<file path="config.mk">
export PLATFORM = sky130hd
export DESIGN_NAME = pfx_scan
export DESIGN_NICKNAME = d
export VERILOG_FILES = /design/src/rtl/pfx_pkg.sv /design/src/rtl/pfx_classify.sv /design/src/rtl/pfx_accum.sv /design/src/rtl/pfx_ctrl.sv /design/src/rtl/pfx_scan.sv
export SDC_FILE = /design/constraint.sdc
export NUM_CORES = 1
export LEC_CHECK = 0
export BUFFER_PORTS_ARGS = -buffer_cell sky130_fd_sc_hd__buf_2
export CORE_MARGIN = 8
export CORE_UTILIZATION = 45
export DETAILED_ROUTE_END_ITERATION = 6
export GPL_TIMING_DRIVEN = 1
export PLACE_DENSITY = 0.72
export REMOVE_ABC_BUFFERS = 1
export SETUP_SLACK_MARGIN = 0.3
export SLEW_MARGIN = 30
export SYNTH_ARGS = -nofsm -noshare
export SYNTH_HDL_FRONTEND = slang
export SYNTH_SLANG_ARGS = --single-unit
</file>
<file path="constraint.sdc">
create_clock -name clk -period 4.84 [get_ports clk]
set_clock_uncertainty 0.15 [all_clocks]
set_input_delay 1.21 -clock clk [delete_from_list [all_inputs] [get_ports clk]]
set_output_delay 1.21 -clock clk [all_outputs]
set_load 0.02 [all_outputs]
</file>
<file path="src/rtl/pfx_pkg.sv">
package pfx_pkg;

  typedef enum logic [2:0] {
    SEG_NONE = 3'd0,
    SEG_ES   = 3'd1,
    SEG_CS   = 3'd2,
    SEG_SS   = 3'd3,
    SEG_DS   = 3'd4,
    SEG_FS   = 3'd5,
    SEG_GS   = 3'd6
  } seg_e;

  typedef enum logic [2:0] {
    PK_NONE  = 3'd0,
    PK_SEG   = 3'd1,
    PK_OPSZ  = 3'd2,
    PK_ADSZ  = 3'd3,
    PK_LOCK  = 3'd4,
    PK_REP   = 3'd5,
    PK_REPNE = 3'd6
  } pkind_e;

  typedef struct packed {
    logic   is_pfx;
    pkind_e kind;
    seg_e   seg;
  } pclass_t;

  typedef struct packed {
    logic opsz16;
    logic adsz16;
    seg_e seg;
    logic lock;
    logic rep;
    logic repne;
  } pattr_t;

endpackage

</file>
<file path="src/rtl/pfx_classify.sv">
module pfx_classify
  import pfx_pkg::*;
(
  input  logic [7:0] byte_in,
  output pclass_t    cls
);

  always_comb begin
    cls.is_pfx = 1'b1;
    cls.kind   = PK_NONE;
    cls.seg    = SEG_NONE;
    unique case (byte_in)
      8'h26: begin cls.kind = PK_SEG; cls.seg = SEG_ES; end
      8'h2E: begin cls.kind = PK_SEG; cls.seg = SEG_CS; end
      8'h36: begin cls.kind = PK_SEG; cls.seg = SEG_SS; end
      8'h3E: begin cls.kind = PK_SEG; cls.seg = SEG_DS; end
      8'h64: begin cls.kind = PK_SEG; cls.seg = SEG_FS; end
      8'h65: begin cls.kind = PK_SEG; cls.seg = SEG_GS; end
      8'h66: cls.kind = PK_OPSZ;
      8'h67: cls.kind = PK_ADSZ;
      8'hF0: cls.kind = PK_LOCK;
      8'hF2: cls.kind = PK_REPNE;
      8'hF3: cls.kind = PK_REP;
      default: cls.is_pfx = 1'b0;
    endcase
  end

endmodule

</file>
<file path="src/rtl/pfx_accum.sv">
module pfx_accum
  import pfx_pkg::*;
#(
  parameter int CNT_W = 4
) (
  input  logic             clk,
  input  logic             rst_n,
  input  logic             clear,
  input  logic             take,
  input  pclass_t          cls,
  output pattr_t           attr,
  output logic [CNT_W-1:0] count
);

  pattr_t           attr_q, attr_d;
  logic [CNT_W-1:0] cnt_q, cnt_d;

  always_comb begin
    attr_d = attr_q;
    cnt_d  = cnt_q;
    if (clear) begin
      attr_d = '0;
      cnt_d  = '0;
    end else if (take) begin
      cnt_d = cnt_q + 1'b1;
      unique case (cls.kind)
        PK_SEG:   attr_d.seg    = cls.seg;
        PK_OPSZ:  attr_d.opsz16 = 1'b1;
        PK_ADSZ:  attr_d.adsz16 = 1'b1;
        PK_LOCK:  attr_d.lock   = 1'b1;
        PK_REP: begin
          attr_d.rep   = 1'b1;
          attr_d.repne = 1'b0;
        end
        PK_REPNE: begin
          attr_d.repne = 1'b1;
          attr_d.rep   = 1'b0;
        end
        default: ;
      endcase
    end
  end

  always_ff @(posedge clk or negedge rst_n) begin
    if (!rst_n) begin
      attr_q <= '0;
      cnt_q  <= '0;
    end else begin
      attr_q <= attr_d;
      cnt_q  <= cnt_d;
    end
  end

  assign attr  = attr_q;
  assign count = cnt_q;

endmodule

</file>
<file path="src/rtl/pfx_ctrl.sv">
module pfx_ctrl #(
  parameter int MAX_PFX = 14,
  parameter int CNT_W   = 4
) (
  input  logic             clk,
  input  logic             rst_n,
  input  logic             restart,
  input  logic             in_valid,
  input  logic             is_pfx,
  input  logic [CNT_W-1:0] count,
  output logic             in_ready,
  output logic             take,
  output logic             clear,
  output logic             strobe,
  output logic             fault
);

  localparam logic [CNT_W-1:0] LIMIT = CNT_W'(MAX_PFX);

  logic fault_q;
  logic accept, full, overflow;

  assign in_ready = !fault_q && !restart;
  assign accept   = in_valid && in_ready;
  assign full     = (count == LIMIT);
  assign take     = accept && is_pfx && !full;
  assign overflow = accept && is_pfx && full;
  assign strobe   = accept && !is_pfx;
  assign clear    = strobe || restart;

  always_ff @(posedge clk or negedge rst_n) begin
    if (!rst_n)         fault_q <= 1'b0;
    else if (restart)   fault_q <= 1'b0;
    else if (overflow)  fault_q <= 1'b1;
  end

  assign fault = fault_q;

endmodule

</file>
<file path="src/rtl/pfx_scan.sv">
module pfx_scan
  import pfx_pkg::*;
#(
  parameter int MAX_PFX = 14,
  parameter int CNT_W   = $clog2(MAX_PFX + 1)
) (
  input  logic             clk,
  input  logic             rst_n,
  input  logic             restart,
  input  logic             in_valid,
  output logic             in_ready,
  input  logic [7:0]       in_byte,
  output logic             res_valid,
  output logic [7:0]       res_opcode,
  output logic [CNT_W-1:0] res_count,
  output logic             res_opsz16,
  output logic             res_adsz16,
  output logic [2:0]       res_seg,
  output logic             res_lock,
  output logic             res_rep,
  output logic             res_repne,
  output logic             fault
);

  pclass_t          cls;
  pattr_t           attr;
  logic [CNT_W-1:0] count;
  logic             take, clear;

  pfx_classify u_cls (
    .byte_in (in_byte),
    .cls     (cls)
  );

  pfx_ctrl #(.MAX_PFX(MAX_PFX), .CNT_W(CNT_W)) u_ctrl (
    .clk      (clk),
    .rst_n    (rst_n),
    .restart  (restart),
    .in_valid (in_valid),
    .is_pfx   (cls.is_pfx),
    .count    (count),
    .in_ready (in_ready),
    .take     (take),
    .clear    (clear),
    .strobe   (res_valid),
    .fault    (fault)
  );

  pfx_accum #(.CNT_W(CNT_W)) u_acc (
    .clk   (clk),
    .rst_n (rst_n),
    .clear (clear),
    .take  (take),
    .cls   (cls),
    .attr  (attr),
    .count (count)
  );

  assign res_opcode = in_byte;
  assign res_count  = count;
  assign res_opsz16 = attr.opsz16;
  assign res_adsz16 = attr.adsz16;
  assign res_seg    = attr.seg;
  assign res_lock   = attr.lock;
  assign res_rep    = attr.rep;
  assign res_repne  = attr.repne;

endmodule

</file>
==> results of run 1 <==
cell type report:
type                    instances  share of cell area [%]
repair buffers                 35                   15.55
flip-flops and latches         13                   28.48
clock buffers                   4                   2.300
inverters                       8                   2.629
multi-input cells              64                   47.97
well taps                      28                   3.067
through the flow:
stage / std cells / cell area (µm²)
floorplan: 85 / 903.4
global placement: 148 / 1116
detailed placement: 148 / 1116
CTS: 152 / 1142
global route: 152 / 1142
finish: 152 / 1142
cell usage in the layout, fill, tap and decap left out, types with 3 or more instances in the layout:
cell type	n
and3_1	3
inv_1	8
o311ai_0	7
a21oi_1	4
mux2i_1	4
dfrtp_1	13
clkbuf_4	3
nor2_1	5
nand2_1	4
buf_2	34
where the power goes:
group	internal (W)	switching, W	total [W]
Clock	0.0000319	0.0000369	0.0000689
Sequential	0.000109	0.000000241	0.000109
Combinational	0.0000134	0.0000285	0.0000420
metal layers:
metal	global-route usage (%)	routed length, µm	up-vias
met1	13.32	991	390
met5	0	0	-
met3	5.018	187	2
met4	4.558	12	0
met2	19.21	1083	23
li1	-	-	425
worst max-delay path, delay by kind of cell:
| kind | cells | cell delay [ns] |
|---|---|---|
| AOI/OAI and AO/OA | 1 | 0.55 |
| and+or+nand+nor | 2 | 0.28 |
| buffers and inverters | 2 | 0.31 |
how the worst max path moves through the flow:
stage,start,to,depth (start not counted)
6_report,in_byte[3],res_valid,5
5_1_grt,in_byte[3],res_valid,5
4_1_cts,in_byte[3],res_valid,5
3_5_place_dp,in_byte[3],res_valid,5
3_3_place_gp,in_byte[3],res_valid,5
2_1_floorplan,in_byte[7],res_valid,3
synth_stat cells, types with 3 or more instances:
library cell / n
a21oi_1: 4
and3_1: 3
buf_4: 8
dfrtp_1: 13
inv_1: 8
mux2i_1: 4
nand2_1: 4
nor2_1: 5
o311ai_0: 7
state kept, by name, indices dropped and copies added (netlist names):
signal        count
u_acc.attr        8
u_acc.count       4
u_ctrl.fault      1
logic make-up (layout without fill, tap and decap cells):
kind of cell    Yosys count  in the layout
buf+inv                  20             47
fa+ha+maj                 2              2
xor+xnor                  1              1
simple gates             29             29
compound gates           27             27
flops                    13             13
mux                       5              5
==> flow_summary.ini, run 1 <==
[run_status]
outcome = finished clean

[placed_design]
dp_hpwl_mm = 1.804
port_buffers = 34
dpl_worst_slack_ns = 1.107
gp_congestion = 0.8307

[sta]
max_clock_freq_mhz = 269.6
rsz0062_at_grt = no
finalCriticalPeriod_ns = 3.709
setup_ws_ns = 1.131
finalSetupViolCount = 0
final.setup.tns_ns = 0
final-hold-violation-count = 0
hold_slack_ns = 0.3642
min_period_over_period_pct = 76.62
slew_headroom_pct = 57.96
report.final.slew_viol_count = 0
worst_pin_slew_ns = 0.6249

[yosys]
synth_edf_count = 0
synth_top_family_by_area = compound AO/OA/AOI/OAI gates
postSynth.asyncResetShare_pct = 100.0
synth-main-ff-cell = dfrtp_1
synth-simple-area-share_pct = 21.24
syn_inst = 97
yosys.area.top_type = dfrtp_1
synth_cell_type_count = 42
synthAdderAreaFrac_pct = 2.528
seq_area_frac_synth_pct = 32.87
syn_avg_cell_area_um2 = 10.20
muxShareOfSynthArea_pct = 5.183
ys_warn_count = 0
synth_area_um2 = 989.7
synth-compound-area-share_pct = 25.54
synth-seq-cells = 13
yosys.area.top_type_share_pct = 32.87
yosys-top-cells-area = dfrtp_1 33%, o311ai_0 6.2%, buf_4 6.1%
synthXorXnorAreaFrac_pct = 0.8850

[hold_path]
worst_hold_path.endpoint = u_acc.attr[6]$_DFFE_PN0P_
holdPathStages = 2
hp-start = u_acc.attr[6]$_DFFE_PN0P_
hp-class = flip-flop to flip-flop

[job]
cap_viol_max_count = 0

[global_routing]
grt.overflow.total = 0
grt_max_degree = 19
gr-usage-all-layers_pct = 11.83
grt_pass1_vias = 859
grt_first_pass_wirelength_mm = 3.926
antenna_found_initial = 0

[setup_path]
required_ns = 3.48
crit_top_cell = buf_2
worstPathCellList = buf_2, nand3b_4, o41ai_4, nor3_1, buf_2
path_class = input pin to primary output
slowest_delay_ns = 0.55
rrSetupSlack_ns = 2.95
crit_path_end_kind = primary output
cp.arrival_ns = 2.35
rr_startpoint = u_acc.count[0]$_DFFE_PN0P_
reg2regPathDepth = 6
reg2reg_to = u_acc.count[3]$_DFFE_PN0P_
crit_slowest_cell = o41ai_4
start_kind = input pin
crit_fanout = 7

[power]
power_w = 0.0002198
p_per_area_nw_per_um2 = 192.4
irDropWorstVdd_mv = 0.1687
total_leakage_power_nw = 0.5574

[clock_tree]
cts_tree = built
clk_pin_slew_ns = 0.08
htree_levels = 1
clock_path_buffers = 2
cts_resized = 0
cts_root_buffer = clkbuf_4
cts_buffers = 3
clock_latency_ns = 0.28
cts_setup_buffers = 0
cts_num_sinks = 13
cts_hold_buf = 0

[drt]
wl_per_cell_um = 14.97
viasPerCell = 5.526
ant_nets = 0
vias = 840
drt-total-wl_mm = 2.275
drc_errors = 0
drtPass1Iterations = 4
drtIter0Drc = 12

[die]
die-area_um2 = 3956
row_count = 17
die_y_um = 62.90
fp.dieW_um = 62.90
core_area_um2 = 2148
io_pins = 35
start_util_pct = 46.07

[finish]
n_antenna_cell = 0
post_route_cells_drive_above_1_share_pct = 41.13
multi_input_area_um2 = 548.0
layout.nets = 139
syn_to_final_growth_pct = 15.42
utilization_pct = 53.17
seq_area_um2 = 325.3
n_fill_cell = 210
Note: power is estimated with default switching activity, not from simulation.
==> run 2, diff against run 1 <==
--- a/config.mk
+++ b/config.mk
@@ -7,10 +7,10 @@
 export LEC_CHECK = 0
 export BUFFER_PORTS_ARGS = -buffer_cell sky130_fd_sc_hd__buf_2
 export CORE_MARGIN = 8
-export CORE_UTILIZATION = 45
+export CORE_UTILIZATION = 44
 export DETAILED_ROUTE_END_ITERATION = 6
 export GPL_TIMING_DRIVEN = 1
-export PLACE_DENSITY = 0.72
+export PLACE_DENSITY = 0.74
 export REMOVE_ABC_BUFFERS = 1
 export SETUP_SLACK_MARGIN = 0.3
 export SLEW_MARGIN = 30
==> constraint.sdc (replaced) <==
create_clock -name clk -period 3.1 [get_ports clk]
set_clock_uncertainty 0.15 [all_clocks]
set_input_delay 0.775 -clock clk [delete_from_list [all_inputs] [get_ports clk]]
set_output_delay 0.775 -clock clk [all_outputs]
set_load 0.02 [all_outputs]
==> run 2 against run 1 <==
Sequential power is 56% higher. Final cell count up 2.6%. Flip-flop and latch count unchanged. Clock-buffer cell count stayed put. Clock power increased by 58%. Critical endpoint unchanged. Largest cell class unchanged.
==> flow_summary.ini, run 2 (synthesized netlist as in run 1, its figures left out) <==
[clock_tree]
cts_root_buffer = clkbuf_4
clock_latency_ns = 0.28
clk_pin_slew_ns = 0.09
cts_num_sinks = 13
cts_hold_buf = 0
cts_buffers = 3
cts_setup_buffers = 1
clock_path_buffers = 2
cts_tree = built
cts_resized = 0
htree_levels = 1

[global_routing]
grt.met3_usage_pct = 4.770
grt_pass1_vias = 930
use_met2_pct = 22.43
gr-usage-all-layers_pct = 12.77
antenna_found_initial = 0
grt_max_degree = 18
grtUsageMet1_pct = 13.30
grt.overflow.total = 0
grt_busiest_layer = met2
grt_first_pass_wirelength_mm = 4.250

[finish]
largest_reg_flops = 8
layout.nets = 143
mostFrequentLayoutCells = 34 x buf_2, 13 x dfrtp_1, 8 x inv_1, 7 x o311ai_0
syn_to_final_growth_pct = 18.46
design_area_um2 = 1172
n_antenna_cell = 0
post_route_cells_drive_above_1_share_pct = 42.97
final_common_cell = buf_2

[sta]
report.final.slew_viol_count = 0
finalCriticalPeriod_ns = 2.666
min_period_over_period_pct = 86.01
finalSetupViolCount = 0
final-hold-violation-count = 0
max_clock_freq_mhz = 375.0
worst_pin_slew_ns = 0.6878
rsz0062_at_grt = no
final.setup.tns_ns = 0
slew_headroom_pct = 53.72

[placed_design]
dp_hpwl_mm = 1.970
port_buffers = 34
dpl-instance-area_um2 = 1139
gp_congestion = 0.8706

[die]
row_count = 17
start_util_pct = 45.62
die_y_um = 63.43
fp.dieW_um = 63.43
die-area_um2 = 4023
core_area_um2 = 2170
io_pins = 35

[setup_path]
rr_startpoint = u_acc.count[0]$_DFFE_PN0P_
rrSetupSlack_ns = 1.18
reg2regPathDepth = 6
path_class = input pin to primary output
crit_slowest_cell = nor3b_2
worstSetupPathDepth = 5
cp.arrival_ns = 1.74
slowest_delay_ns = 0.36
crit_top_cell = buf_2
crit_buf_inv = 2
cp-startpoint = restart
cp_top_family = simple AND/OR/NAND/NOR gates
worstPathCellList = buf_2, nor3b_2, o41ai_4, nor3_1, buf_2
crit_fanout = 5
start_kind = input pin
required_ns = 2.17
crit_path_end_kind = primary output
reg2reg_to = u_acc.attr[7]$_DFFE_PN0P_

[drt]
drtPass1Iterations = 4
vias = 894
drt-total-wl_mm = 2.522
wl_per_cell_um = 16.17
viasPerCell = 5.731
ant_nets = 0
drc_errors = 0
drtIter0Drc = 11

[power]
irDropWorstVdd_mv = 0.1886
p_per_area_nw_per_um2 = 297.5
total_leakage_power_nw = 0.5740

[hold_path]
hp-class = input pin to async pin

[job]
cap_viol_max_count = 0

[run_status]
outcome = finished clean
[run 2: stage by stage]
| step | instances | hold slack, ns | total power, W | utilization, % | worst slack (ns) |
|---|---|---|---|---|---|
| floorplan | 85 | 0.3294 | 0.0002010 | - | 0.3078 |
| global placement | 151 | 0.3227 | 0.0002412 | 52.48 | 0.2862 |
| detailed placement | 151 | 0.3598 | 0.0002431 | 52.48 | 0.2504 |
| CTS | 156 | 0.2105 | 0.0003548 | 54.04 | 0.4203 |
| global route | 156 | 0.2132 | 0.0003706 | 54.04 | 0.3314 |
| finish | 156 | 0.2059 | 0.0003488 | 54.04 | 0.4336 |
[run 2: cell type report]
| type | count | area, µm² |
|---|---|---|
| fill | 216 | 997.2 |
| multi-input combinational | 64 | 548.0 |
| sequential | 13 | 325.3 |
| timing repair buffer | 39 | 207.7 |
| tap | 28 | 35.03 |
| inverter | 8 | 30.03 |
| clock buffer | 4 | 26.28 |
[run 2: how the worst max path moves through the flow]
stage	end	slack (ns)
CTS	res_valid	0.42
global placement	res_valid	0.29
floorplan	res_valid	0.31
global route	res_valid	0.33
finish	res_valid	0.43
detailed placement	res_valid	0.25
[run 2: worst reg2reg max path: cells and delay by family, from the launching register on]
family | cells | cell delay (ns)
adders and majority gates | 1 | 0.20
AOI/OAI and AO/OA | 1 | 0.16
buffers and inverters | 1 | 0.07
and+or+nand+nor | 3 | 0.81
DFF | 1 | 0.44
[run 2: layer usage]
layer	wire length (µm)	vias to the layer above	share of wire, %
met5	0	-	0
met4	30	0	1.2
met3	216	6	8.6
met2	1253	34	50
met1	1021	431	40
li1	-	423	-
[run 2: report_power, final]
group          leakage [nW]   total, W  internal (W)  switching [W]
Sequential            0.182   0.000170      0.000170    0.000000416
Clock                0.0150   0.000109     0.0000499      0.0000588
Combinational         0.377  0.0000699     0.0000237      0.0000462
==> run 3, diff against run 2 <==
--- a/config.mk
+++ b/config.mk
@@ -10,7 +10,7 @@
 export CORE_UTILIZATION = 44
 export DETAILED_ROUTE_END_ITERATION = 6
 export GPL_TIMING_DRIVEN = 1
-export PLACE_DENSITY = 0.74
+export PLACE_DENSITY = 0.75
 export REMOVE_ABC_BUFFERS = 1
 export SETUP_SLACK_MARGIN = 0.3
 export SLEW_MARGIN = 30
==> run 3 against run 2 <==
Clock power rose by 4%. Sequential power hardly changed. Maximum frequency is 0.24% higher. Highest routed layer unchanged. Final cell count stayed put. Register-to-register slack got worse by 0.08 ns. Setup slack improved by 0.0064 ns. Die area did not move. Critical path type unchanged. Design area is the same. Combinational power about the same. Non-clock buffer count is the same. Critical path depth unchanged. Via count down 1.9%.
==> flow_summary.ini, run 3 (synthesized netlist as in run 1, its figures left out) <==
[power]
total_leakage_power_nw = 0.5740
p_per_area_nw_per_um2 = 301.0
irDropWorstVdd_mv = 0.1982
power_w = 0.0003529

[setup_path]
worstPathCellList = buf_2, nor3b_2, o41ai_4, nor3_1, buf_2
reg2reg_to = u_acc.count[2]$_DFFE_PN0P_
reg2regPathDepth = 5
required_ns = 2.17
path_class = input pin to primary output
crit_top_cell = buf_2
crit_path_end_kind = primary output
start_kind = input pin
crit_fanout = 5
rrSetupSlack_ns = 1.10
slowest_delay_ns = 0.35
crit_slowest_cell = nor3b_2
cp.arrival_ns = 1.74
rr_startpoint = u_ctrl.fault$_DFFE_PN0P_

[drt]
drt-total-wl_mm = 2.475
viasPerCell = 5.622
m1WireLength_um = 985
drc_errors = 0
dr.max_layer_used = met4
drtPass1Iterations = 4
wl_per_cell_um = 15.87
vias = 877
drtIter0Drc = 13
met3_length_um = 262
ant_nets = 0
dr_wl_met2_mm = 1.195

[die]
fp.dieW_um = 63.43
core_area_um2 = 2170
start_util_pct = 45.62
row_count = 17
die_y_um = 63.43
io_pins = 35
die-area_um2 = 4023

[sta]
min_period_over_period_pct = 85.81
finalCriticalPeriod_ns = 2.660
final.setup.tns_ns = 0
max_clock_freq_mhz = 375.9
rsz0062_at_grt = no
finalSetupViolCount = 0
worst_pin_slew_ns = 0.6047
final-hold-violation-count = 0
report.final.slew_viol_count = 0
slew_headroom_pct = 59.31

[global_routing]
grt_first_pass_wirelength_mm = 4.119
antenna_found_initial = 0
grt_pass1_vias = 887
grt.overflow.total = 0
grt_max_degree = 18
gr-usage-all-layers_pct = 12.29

[finish]
post_route_cells_drive_above_1_share_pct = 42.97
layout.nets = 143
final_common_cell = buf_2
n_fill_cell = 215
syn_to_final_growth_pct = 18.46
largest_reg_flops = 8
n_antenna_cell = 0
mostFrequentLayoutCells = 34 x buf_2, 13 x dfrtp_1, 8 x inv_1, 7 x o311ai_0

[run_status]
outcome = finished clean

[hold_path]
hp-class = input pin to async pin

[clock_tree]
cts_root_buffer = clkbuf_4
htree_levels = 1
cts_hold_buf = 0
clock_path_buffers = 2
cts_tree = built
clk_pin_slew_ns = 0.09
cts_num_sinks = 13
cts_resized = 0
cts_buffers = 3
clock_latency_ns = 0.29

[placed_design]
dp_hpwl_mm = 1.966
port_buffers = 34
gp_congestion = 0.8500

[job]
cap_viol_max_count = 0
==> run 3: cell counts in the layout (fill, tap and decap cells not counted) <==
Identical to the previous run, type by type.
==> run 3: what timing repair did <==
action,in CTS,in global routing
endpoints found under the hold margin,0,0
setup endpoints to repair,1,0
buffers inserted,1,0
==> run 3: final cells by class <==
class / count / area (µm²) / share of cell area (%)
timing repair buffer: 39 / 207.7 / 17.72
multi-input combinational: 64 / 548.0 / 46.75
clock buffer: 4 / 26.28 / 2.241
inverter: 8 / 30.03 / 2.561
sequential: 13 / 325.3 / 27.75
tap: 28 / 35.03 / 2.988
==> run 3: stage by stage <==
| stage | area (µm²) | worst slack (ns) | utilization, % | hold slack [ns] | cells |
|---|---|---|---|---|---|
| after floorplan | 903.4 | 0.3078 | - | 0.3294 | 85 |
| after global placement | 1139 | 0.2957 | 52.48 | 0.3282 | 151 |
| after detailed placement | 1139 | 0.2489 | 52.48 | 0.3567 | 151 |
| after CTS | 1172 | 0.4296 | 54.04 | 0.2159 | 156 |
| after global routing | 1172 | 0.3527 | 54.04 | 0.2099 | 156 |
| final | 1172 | 0.4399 | 54.04 | 0.2039 | 156 |
==> run 3: power breakdown <==
| group | leakage, nW | internal [W] | switching [W] |
|---|---|---|---|
| Clock | 0.0150 | 0.0000501 | 0.0000628 |
| Sequential | 0.182 | 0.000170 | 0.000000384 |
| Combinational | 0.377 | 0.0000237 | 0.0000462 |
==> run 3: critical path, delay by kind of cell <==
kind            cells  cell delay, ns
simple gates        2            0.49
compound gates      1            0.15
buf+inv             2            0.32
==> run 3: how the worst max path moves through the flow <==
stage                          start  cells after the start  slack (ns)   endpoint
after detailed placement  in_byte[3]                      5        0.25  res_valid
after CTS                    restart                      5        0.43  res_valid
final                        restart                      5        0.44  res_valid
after floorplan           in_byte[7]                      3        0.31  res_valid
after global placement    in_byte[3]                      5        0.30  res_valid
after global routing         restart                      5        0.35  res_valid
==> run 3: metal layers <==
metal	up-vias	global-route usage, %
li1	425	-
met4	0	3.343
met1	415	13.05
met2	33	20.41
met5	-	0
met3	4	6.890
